File: src/rtl/ccd_vt_pkg.sv
package ccd_vt_pkg;
  // Count of programmable line values held in the register file
  localparam int NPAR = 7;
  // Slot indices, equal to the write addresses of their low bytes
  localparam int S_ODD_LINES = 0;
  localparam int S_EVEN_LINES = 1;
  localparam int S_ODD_VEND = 2;
  localparam int S_EVEN_VEND = 3;
  localparam int S_ODD_XFER = 4;
  localparam int S_EVEN_XFER = 5;
  localparam int S_DRAIN = 6;
  // Number of vertical clock phases
  localparam int NPH = 4;
endpackage

File: src/rtl/ccd_vt_regs.sv
module ccd_vt_regs
  import ccd_vt_pkg::*;
#(
  parameter int LINE_W = 9,
  parameter int DATA_W = 8,
  parameter int ADDR_W = 4,
  parameter logic [NPAR*LINE_W-1:0] DEF_FLAT = '0
) (
  input  logic                          clk,
  input  logic                          rst_n,
  input  logic                          wr_en,
  input  logic [ADDR_W-1:0]             wr_addr,
  input  logic [DATA_W-1:0]             wr_data,
  input  logic                          load,
  output logic [NPAR-1:0][LINE_W-1:0]   act_par
);
  localparam int HI_W = LINE_W - DATA_W;
  localparam int HIB  = NPAR * HI_W;

  function automatic logic [HIB-1:0] def_hi();
    logic [HIB-1:0] r;
    r = '0;
    for (int k = 0; k < NPAR; k++) begin
      r[k*HI_W +: HI_W] = DEF_FLAT[k*LINE_W+DATA_W +: HI_W];
    end
    return r;
  endfunction

  logic [HIB-1:0] hi_q, hi_d;

  always_comb begin
    hi_d = hi_q;
    if (wr_en && (wr_addr == ADDR_W'(NPAR))) hi_d = wr_data[HIB-1:0];
  end

  always_ff @(posedge clk or negedge rst_n) begin
    if (!rst_n) hi_q <= def_hi();
    else        hi_q <= hi_d;
  end

  for (genvar k = 0; k < NPAR; k++) begin : g_slot
    logic [DATA_W-1:0] lo_q, lo_d;
    logic [LINE_W-1:0] wk_q, wk_d;

    always_comb begin
      lo_d = lo_q;
      if (wr_en && (wr_addr == ADDR_W'(k))) lo_d = wr_data;
      wk_d = wk_q;
      if (load) wk_d = {hi_q[k*HI_W +: HI_W], lo_q};
    end

    always_ff @(posedge clk or negedge rst_n) begin
      if (!rst_n) begin
        lo_q <= DEF_FLAT[k*LINE_W +: DATA_W];
        wk_q <= DEF_FLAT[k*LINE_W +: LINE_W];
      end else begin
        lo_q <= lo_d;
        wk_q <= wk_d;
      end
    end

    assign act_par[k] = wk_q;
  end

  // Working limits move only on a field boundary
  p_hold_until_load_r2: assert property (@(posedge clk) disable iff (!rst_n)
    !load |=> $stable(act_par));
endmodule

File: src/rtl/ccd_vt_linectr.sv
module ccd_vt_linectr #(
  parameter int LINE_W = 9
) (
  input  logic              clk,
  input  logic              rst_n,
  input  logic              line_strobe,
  input  logic [LINE_W-1:0] lines_odd,
  input  logic [LINE_W-1:0] lines_even,
  output logic [LINE_W-1:0] line_cnt,
  output logic              fld,
  output logic              line_edge,
  output logic              load
);
  logic              strobe_q;
  logic [LINE_W-1:0] cnt_q, cnt_d;
  logic              fld_q, fld_d;
  logic [LINE_W-1:0] lim;
  logic              at_last;

  assign line_edge = line_strobe & ~strobe_q;
  assign lim       = fld_q ? lines_even : lines_odd;
  assign at_last   = (cnt_q >= lim);
  assign load      = line_edge & at_last;

  always_comb begin
    cnt_d = cnt_q;
    fld_d = fld_q;
    if (line_edge) begin
      if (at_last) begin
        cnt_d = LINE_W'(1);
        fld_d = ~fld_q;
      end else begin
        cnt_d = cnt_q + LINE_W'(1);
      end
    end
  end

  always_ff @(posedge clk or negedge rst_n) begin
    if (!rst_n) begin
      strobe_q <= 1'b0;
      cnt_q    <= LINE_W'(1);
      fld_q    <= 1'b0;
    end else begin
      strobe_q <= line_strobe;
      cnt_q    <= cnt_d;
      fld_q    <= fld_d;
    end
  end

  assign line_cnt = cnt_q;
  assign fld      = fld_q;

  p_field_restart_r4: assert property (@(posedge clk) disable iff (!rst_n)
    (fld != $past(fld)) |-> (line_cnt == LINE_W'(1)));
  p_count_step_r3: assert property (@(posedge clk) disable iff (!rst_n)
    (line_edge && !load) |=> (line_cnt == $past(line_cnt) + LINE_W'(1)));
  p_idle_hold_r3: assert property (@(posedge clk) disable iff (!rst_n)
    !line_edge |=> ($stable(line_cnt) && $stable(fld)));
endmodule

File: src/rtl/ccd_vt_vpattern.sv
module ccd_vt_vpattern
  import ccd_vt_pkg::*;
(
  input  logic           clk,
  input  logic           rst_n,
  input  logic           line_edge,
  input  logic           xfer,
  output logic [NPH-1:0] vclk,
  output logic [1:0]     rd_pulse
);
  logic [1:0]     step_q, step_d;
  logic [NPH-1:0] norm_pat, read_pat;

  always_comb begin
    step_d = line_edge ? 2'd0 : step_q + 2'd1;
  end

  always_ff @(posedge clk or negedge rst_n) begin
    if (!rst_n) step_q <= 2'd0;
    else        step_q <= step_d;
  end

  always_comb begin
    unique case (step_q)
      2'd0: norm_pat = 4'b0011;
      2'd1: norm_pat = 4'b0110;
      2'd2: norm_pat = 4'b1100;
      default: norm_pat = 4'b1001;
    endcase
    read_pat = NPH'(1) << step_q;
  end

  assign vclk     = xfer ? read_pat : norm_pat;
  assign rd_pulse = xfer ? {step_q == 2'd3, step_q == 2'd1} : 2'b00;

  p_step_restart_r7: assert property (@(posedge clk) disable iff (!rst_n)
    line_edge |=> (step_q == 2'd0));
  p_rd_in_xfer_r8: assert property (@(posedge clk) disable iff (!rst_n)
    (rd_pulse != 2'b00) |-> xfer);
  p_readout_onehot_r8: assert property (@(posedge clk) disable iff (!rst_n)
    xfer |-> $onehot0(vclk) && (vclk != '0));
endmodule

File: src/rtl/ccd_vt_hclk.sv
module ccd_vt_hclk (
  input  logic clk,
  input  logic rst_n,
  input  logic hblank,
  output logic h1,
  output logic h2
);
  logic h1_q, h1_d;

  always_comb begin
    h1_d = hblank ? 1'b0 : ~h1_q;
  end

  always_ff @(posedge clk or negedge rst_n) begin
    if (!rst_n) h1_q <= 1'b0;
    else        h1_q <= h1_d;
  end

  assign h1 = h1_q;
  assign h2 = ~h1_q;

  p_blank_idle_r10: assert property (@(posedge clk) disable iff (!rst_n)
    hblank |=> !h1);
  p_run_toggle_r10: assert property (@(posedge clk) disable iff (!rst_n)
    !hblank |=> (h1 != $past(h1)));
endmodule

File: src/rtl/ccd_vtiming_gen.sv
module ccd_vtiming_gen
  import ccd_vt_pkg::*;
#(
  parameter int LINE_W = 9,
  parameter int DATA_W = 8,
  parameter int ADDR_W = 4,
  parameter logic [LINE_W-1:0] DEF_ODD_LINES  = 263,
  parameter logic [LINE_W-1:0] DEF_EVEN_LINES = 262,
  parameter logic [LINE_W-1:0] DEF_ODD_VEND   = 18,
  parameter logic [LINE_W-1:0] DEF_EVEN_VEND  = 19,
  parameter logic [LINE_W-1:0] DEF_ODD_XFER   = 20,
  parameter logic [LINE_W-1:0] DEF_EVEN_XFER  = 21,
  parameter logic [LINE_W-1:0] DEF_DRAIN      = 0
) (
  input  logic              clk,
  input  logic              rst_n,
  input  logic              line_strobe,
  input  logic              hblank,
  input  logic              wr_en,
  input  logic [ADDR_W-1:0] wr_addr,
  input  logic [DATA_W-1:0] wr_data,
  output logic              fld,
  output logic              vref,
  output logic              xfer_line,
  output logic [NPH-1:0]    vclk,
  output logic [1:0]        rd_pulse,
  output logic              ofd,
  output logic              h1,
  output logic              h2
);
  localparam logic [NPAR*LINE_W-1:0] DEF_FLAT = {DEF_DRAIN, DEF_EVEN_XFER, DEF_ODD_XFER,
    DEF_EVEN_VEND, DEF_ODD_VEND, DEF_EVEN_LINES, DEF_ODD_LINES};

  // Asynchronous assertion, synchronous release
  logic [1:0] rst_sync_q;
  logic       rst_i;

  always_ff @(posedge clk or negedge rst_n) begin
    if (!rst_n) rst_sync_q <= 2'b00;
    else        rst_sync_q <= {rst_sync_q[0], 1'b1};
  end
  assign rst_i = rst_sync_q[1];

  logic [NPAR-1:0][LINE_W-1:0] act_par;
  logic [LINE_W-1:0]           line_cnt;
  logic                        fld_i, line_edge, load;
  logic [LINE_W-1:0]           vend_sel, xfer_sel, drain;

  ccd_vt_regs #(
    .LINE_W(LINE_W), .DATA_W(DATA_W), .ADDR_W(ADDR_W), .DEF_FLAT(DEF_FLAT)
  ) u_regs (
    .clk(clk), .rst_n(rst_i), .wr_en(wr_en), .wr_addr(wr_addr),
    .wr_data(wr_data), .load(load), .act_par(act_par)
  );

  ccd_vt_linectr #(.LINE_W(LINE_W)) u_line (
    .clk(clk), .rst_n(rst_i), .line_strobe(line_strobe),
    .lines_odd(act_par[S_ODD_LINES]), .lines_even(act_par[S_EVEN_LINES]),
    .line_cnt(line_cnt), .fld(fld_i), .line_edge(line_edge), .load(load)
  );

  assign vend_sel  = fld_i ? act_par[S_EVEN_VEND] : act_par[S_ODD_VEND];
  assign xfer_sel  = fld_i ? act_par[S_EVEN_XFER] : act_par[S_ODD_XFER];
  assign drain     = act_par[S_DRAIN];
  assign fld       = fld_i;
  assign vref      = (line_cnt <= vend_sel);
  assign xfer_line = (line_cnt == xfer_sel);
  assign ofd       = (drain != '0) && (line_cnt == drain);

  ccd_vt_vpattern u_vpat (
    .clk(clk), .rst_n(rst_i), .line_edge(line_edge), .xfer(xfer_line),
    .vclk(vclk), .rd_pulse(rd_pulse)
  );

  ccd_vt_hclk u_hclk (
    .clk(clk), .rst_n(rst_i), .hblank(hblank), .h1(h1), .h2(h2)
  );

  // A new field with a nonzero window opens with the reference high
  p_window_opens_r5: assert property (@(posedge clk) disable iff (!rst_i)
    ((fld != $past(fld)) && (vend_sel != '0)) |-> vref);
endmodule

File: config.mk
export PLATFORM = sky130hd
export DESIGN_NAME = ccd_vtiming_gen
export DESIGN_NICKNAME = d
export VERILOG_FILES = /design/src/rtl/ccd_vt_pkg.sv /design/src/rtl/ccd_vt_regs.sv /design/src/rtl/ccd_vt_linectr.sv /design/src/rtl/ccd_vt_vpattern.sv /design/src/rtl/ccd_vt_hclk.sv /design/src/rtl/ccd_vtiming_gen.sv
export SDC_FILE = /design/constraint.sdc
export NUM_CORES = 1
export LEC_CHECK = 0
export ABC_CLOCK_PERIOD_IN_PS = 7130
export CORE_MARGIN = 3
export CORE_UTILIZATION = 45
export DETAILED_ROUTE_END_ITERATION = 8
export DONT_BUFFER_PORTS = 1
export GPL_ROUTABILITY_DRIVEN = 0
export PLACE_DENSITY_LB_ADDON = 0.3
export SKIP_CTS_REPAIR_TIMING = 1
export SLEW_MARGIN = 20
export SYNTH_ARGS = -nofsm -noshare
export SYNTH_HDL_FRONTEND = slang
export SYNTH_SLANG_ARGS = --single-unit
File: constraint.sdc
create_clock -name clk -period 7.13 [get_ports clk]
set_clock_uncertainty 0.05 [all_clocks]
set_input_delay 1.426 -clock clk [delete_from_list [all_inputs] [get_ports clk]]
set_output_delay 1.426 -clock clk [all_outputs]
set_load 0.01 [all_outputs]
==> flow_metrics.env, run 1 <==
export IMPL_place_hpwl_mm=8.53
export IMPL_diodes=0
export IMPL_hp_class="flip-flop to flip-flop"
export IMPL_final_antenna_net_count=0
export IMPL_cp_max_fo=29
export IMPL_first_pass_iters=4
export IMPL_gr_total_overflow=0
export IMPL_yosysWarnings=0
export IMPL_holdPathStages=0
export IMPL_initial_core_util=0.465
export IMPL_grt_usage=0.176
export IMPL_fp_dieW_um=126
export IMPL_synth_area_per_cell_um2=14.1
export IMPL_nets=505
export IMPL_die_area_um2=15900
export IMPL_ff2ff_setup_slack_ps=3160
export IMPL_drt_total_wl_mm=12.8
export IMPL_grt_use_met2=0.289
export IMPL_clkTransAtPathRegs_ps=60
export IMPL_yosys_most_used_dff="dfrtp_1"
export IMPL_num_rows=43
export IMPL_ys_seq_area_frac=0.554
export IMPL_totalNegativeSetupSlack_ps=0
export IMPL_first_iter_violations=211
export IMPL_cp_startpoint="u_line.fld"
export IMPL_antenna_found_initial=0
export IMPL_worst_ep_required_time_ps=5650
export IMPL_synth_fp_nets=501
export IMPL_routedWlPerCell_um=19.4
export IMPL_synth_seq_cells=142
export IMPL_clk_latency_ps=420
export IMPL_p_leak_nw=3.27
export IMPL_cts_made_buffers=17
export IMPL_rsz0062_at_grt="no"
export IMPL_finalSetupViolations=0
export IMPL_maxSlewViolCount=0
export IMPL_status="finished, final reports clean"
export IMPL_async_reset_ff_frac=1.00
export IMPL_critPathLaunchType="flip-flop"
export IMPL_syn_instance_count=461
export IMPL_ir_drop_mv=0.186
export IMPL_whs_ps=310
export IMPL_yosysUniqueCellTypes=39
export IMPL_post_route_drc_count=0
export IMPL_grt_use_met1=0.230
export IMPL_finalCritPeriodShare=0.625
export IMPL_drive_above_1_share=0.305
export IMPL_grt_pass1_wl_mm=21.3
export IMPL_min_period_ps=4460
export IMPL_vias_per_cell=5.50
export IMPL_grt_busiest_layer="met2"
export IMPL_syn2layout_area_growth_pct=11.7
export IMPL_arrival_ps=2980
export IMPL_cts_sinks=142
export IMPL_slew_headroom=0.361
export IMPL_maxCapViolCount=0
export IMPL_ctsHtreeMaxLevel=4
export IMPL_vias=3616
export IMPL_core_um2=14000
export IMPL_cts_tree="done"
export IMPL_powerDensity_nw_per_um2=427
export IMPL_ios=29
export IMPL_synth_edf_count=0
export IMPL_cts_root_buffer="clkbuf_16"
export IMPL_worstRegToRegCells=9
export IMPL_hp_start="rst_sync_q[0]"
export IMPL_grt_max_degree=77
export IMPL_cts_buffer_depth=2
export IMPL_placed_cell_area_um2=6630
export IMPL_regToRegStartpoint="u_line.fld"
export IMPL_path_class="flip-flop to output port"
export IMPL_grt_pass1_vias=3801
export IMPL_final_area_um2=7260
export IMPL_portBuffers=0
export IMPL_nFillCells=1173
export IMPL_fmax_mhz=224
export IMPL_hold_viol=0
export IMPL_synth_area_um2=6500
export IMPL_die_h_um=126
export IMPL_worst_slew_pin_slew_ps=958
export IMPL_endpoint_kind="output port"
export IMPL_grtUsageMet3=0.0428
[final timing paths]
check                                                 to
worst max-delay path                         rd_pulse[0]
worst min-delay path                       rst_sync_q[1]
worst max register to register  u_regs.g_slot[6].wk_q[1]
worst min register to register             rst_sync_q[1]
max in group asynchronous       u_regs.g_slot[2].wk_q[3]
min in group asynchronous                      u_hclk.h1
[metal layers]
metal  part of all wire  wire, um
met1               0.45      5770
met2               0.51      6470
met3              0.026       327
met4              0.017       212
met5                  0         0
[cells in the mapped netlist (2+ instances only)]
cell type  number  area (um2)
dfrtp_1       107        2680
mux2_2         70         788
mux2_1         59         664
dfstp_2        35         920
mux2i_1        28         280
ha_1           23         288
xnor2_1        15         131
a21oi_1        13        65.1
nor2_1         11        41.3
nand2_1        10        37.5
a21o_1          9        67.6
clkbuf_1        8        30.0
inv_1           8        30.0
nand3_1         8        40.0
buf_6           6        67.6
nand4_1         5        31.3
o21ai_0         5        25.0
and2_1          4        25.0
nand2b_1        4        25.0
nand3b_1        3        22.5
nor3_1          3        15.0
nor4_1          3        18.8
xor2_1          3        26.3
a22o_1          2        17.5
and3_1          2        12.5
buf_2           2        10.0
nor2b_1         2        12.5
nor3b_2         2        25.0
[logic make-up (layout without fill, tap and decap cells)]
group           count (synthesis)  in the layout  synth area share
mux                           157            157             0.267
flops                         142            142             0.554
simple gates                   60             60            0.0510
compound gates                 35             35            0.0379
buf+inv                        25             42            0.0218
fa+ha+maj                      23             23            0.0443
xor+xnor                       18             18            0.0243
other cells                     1              1          0.000577
[flip-flops by register name (all words and copies together), names as in the netlist]
signal,count
u_regs.hi_q,7
rst_sync_q,2
u_line.line_cnt,9
u_regs.g_slot.lo_q,56
u_regs.g_slot.wk_q,63
u_line.fld,1
u_vpat.step_q,2
u_hclk.h1,1
u_line.strobe_q,1
[area by class of cell]
class                   count  area (um2)  area share
repair buffers              2        15.0     0.00207
clock buffers              22         494      0.0681
multi-input cells         294        2760       0.380
clock inverters            10         133      0.0183
inverters                   8        30.0     0.00414
flip-flops and latches    142        3600       0.496
well taps                 180         225      0.0310
[power by group]
part	switching, mW	total, mW	internal (mW)
sequential	0.235	1.34	1.11
clock	0.325	0.920	0.595
combinational	0.390	0.838	0.448
[stage by stage]
stage               cells   util  power [mW]  setup WS (ps)
finish                658  0.519        3.10           2670
detailed placement    626  0.474        2.21           3120
CTS                   658  0.519        3.14           2660
global route          658  0.519        3.31           2540
floorplan             461      -        2.00           2890
global placement      626  0.474        2.16           3180
[layout by cell type (no fill, tap or decap), drive strengths merged, types with 3 or more instances in the layout]
cell type  instances
ha                23
nand3b             3
mux2i             28
o21ai              5
nand4              5
clkinv             6
nand3              8
dfstp             35
nand2             10
a21o               9
dfrtp            107
a21oi             13
nor4               3
nor3b              3
mux2             129
bufinv             3
clkbuf            22
and2               4
xnor2             15
nor2              12
inv                9
xor2               3
nor3               3
nand2b             4
[worst max-delay path, cell delays in order (launching register included)]
cell and delay [ps]:
dfrtp_2 980, mux2i_1 330, xnor2_1 90, nor3_1 370, nand4_1 330, inv_1 220
and2_1 200
No activity file was read; power rests on OpenSTA's default activity.
==> inputs of run 2 (changes only) <==
--- a/config.mk
+++ b/config.mk
@@ -5,7 +5,7 @@
 export SDC_FILE = /design/constraint.sdc
 export NUM_CORES = 1
 export LEC_CHECK = 0
-export ABC_CLOCK_PERIOD_IN_PS = 7130
+export ABC_CLOCK_PERIOD_IN_PS = 3600
 export CORE_MARGIN = 3
 export CORE_UTILIZATION = 45
 export DETAILED_ROUTE_END_ITERATION = 8
==> constraint.sdc (replaced) <==
create_clock -name clk -period 3.6 [get_ports clk]
set_clock_uncertainty 0.05 [all_clocks]
set_input_delay 0.72 -clock clk [delete_from_list [all_inputs] [get_ports clk]]
set_output_delay 0.72 -clock clk [all_outputs]
set_load 0.01 [all_outputs]
==> flow_metrics.env, run 2 (synthesis results as in run 1) <==
export IMPL_status="finished, final reports clean"
export IMPL_num_rows=43
export IMPL_nets=518
export IMPL_rsz0062_at_grt="no"
export IMPL_powerDensity_nw_per_um2=835
export IMPL_grt_max_degree=56
export IMPL_arrival_ps=2690
export IMPL_vias_per_cell=5.55
export IMPL_largest_register_ffs=63
export IMPL_grt_usage=0.178
export IMPL_clkTransAtPathRegs_ps=60
export IMPL_grt_pass1_wl_mm=21.8
export IMPL_vias=3723
export IMPL_endpoint_kind="output port"
export IMPL_cts_sinks=142
export IMPL_drive_above_1_share=0.322
export IMPL_maxCapViolCount=0
export IMPL_min_period_ps=3460
export IMPL_ctsHtreeMaxLevel=4
export IMPL_die_area_um2=15900
export IMPL_die_h_um=126
export IMPL_fp_dieW_um=126
export IMPL_fmax_mhz=289
export IMPL_ios=29
export IMPL_path_class="flip-flop to output port"
export IMPL_cts_tree="done"
export IMPL_slew_headroom=0.395
export IMPL_initial_core_util=0.465
export IMPL_cp_max_fo=9
export IMPL_critPathLaunchType="flip-flop"
export IMPL_clk_latency_ps=420
export IMPL_gr_total_overflow=0
export IMPL_first_iter_violations=229
export IMPL_core_um2=14000
export IMPL_finalSetupViolations=0
export IMPL_worst_slew_pin_slew_ps=906
export IMPL_cts_root_buffer="clkbuf_16"
export IMPL_portBuffers=0
export IMPL_cts_made_buffers=17
export IMPL_post_route_drc_count=0
export IMPL_cts_buffer_depth=2
export IMPL_totalNegativeSetupSlack_ps=0
export IMPL_layout_commonest_cell="dfrtp_1"
export IMPL_final_antenna_net_count=0
export IMPL_regMostFlops="u_regs.g_slot.wk_q"
export IMPL_most_common_layout_cells="dfrtp_1, mux2_2, mux2_1, dfstp_2, mux2i_1"
export IMPL_grt_pass1_vias=3918
export IMPL_maxSlewViolCount=0
export IMPL_place_hpwl_mm=9.28
export IMPL_p_leak_nw=3.30
export IMPL_finalCritPeriodShare=0.960
export IMPL_syn2layout_area_growth_pct=12.6
export IMPL_routedWlPerCell_um=19.9
export IMPL_diodes=0
export IMPL_first_pass_iters=4
export IMPL_fin_util=0.523
export IMPL_worst_ep_required_time_ps=2830
export IMPL_antenna_found_initial=0
export IMPL_reg_top3="u_regs.g_slot.wk_q: 63 flops, u_regs.g_slot.lo_q: 56 flops, u_line.line_cnt: 9 flops"
export IMPL_drt_total_wl_mm=13.4
export IMPL_ir_drop_mv=0.314
export IMPL_hold_viol=0
export IMPL_hp_class="input port to flip-flop"
run 2: worst max-delay path, cell delays in order, from the launching register on:
cell and delay [ps]:
dfrtp_2 490, buf_4 210, buf_4 200, mux2_2 360, ha_1 280, nand2_1 70
o311a_1 330, a21oi_1 340
run 2: layout make-up:
type / count / area, um2
Tap cell: 180 / 225
Clock inverter: 15 / 136
Clock buffer: 17 / 425
Timing Repair Buffer: 15 / 140
Multi-Input combinational cell: 294 / 2760
Sequential cell: 142 / 3600
Inverter: 8 / 30.0
Fill cell: 1190 / 6670
run 2: metal layers:
layer	GRT usage	part of all wire	up-vias	wire length, um
met2	0.293	0.51	58	6780
li1	-	-	1697	-
met3	0.0301	0.021	13	276
met1	0.239	0.46	1955	6100
met5	0	0	-	0
met4	0.0675	0.016	0	214
run 2: final timing paths:
path | start | to | slack [ps] | cells past startpoint
setup / recovery | u_line.fld | vref | 140 | 7
hold / removal | line_strobe | u_line.strobe_q | 290 | 0
setup reg to reg | u_line.fld | u_regs.g_slot[4].wk_q[7] | 420 | 9
hold reg to reg | rst_sync_q[0] | rst_sync_q[1] | 320 | 0
max in group asynchronous | rst_sync_q[1] | u_regs.g_slot[1].wk_q[2] | 2250 | 1
min in group asynchronous | rst_sync_q[1] | u_regs.g_slot[1].lo_q[7] | 330 | 0
run 2: per-stage QoR:
step	power, mW	cells	cell area, um2	hold slack, ps	worst slack, ps
after floorplan	3.96	461	6500	281	242
after global placement	4.38	637	6740	289	472
after detailed placement	4.48	637	6740	309	421
after CTS	6.16	669	7300	-73.8	120
after global routing	6.50	671	7320	266	1.84
final	6.11	671	7320	285	143
run 2: power breakdown:
part,internal [mW],switching (mW),leakage (nW)
clock network,0.961,0.693,0.278
registers,2.20,0.385,1.71
logic,0.956,0.918,1.31
total,4.12,2.00,3.30
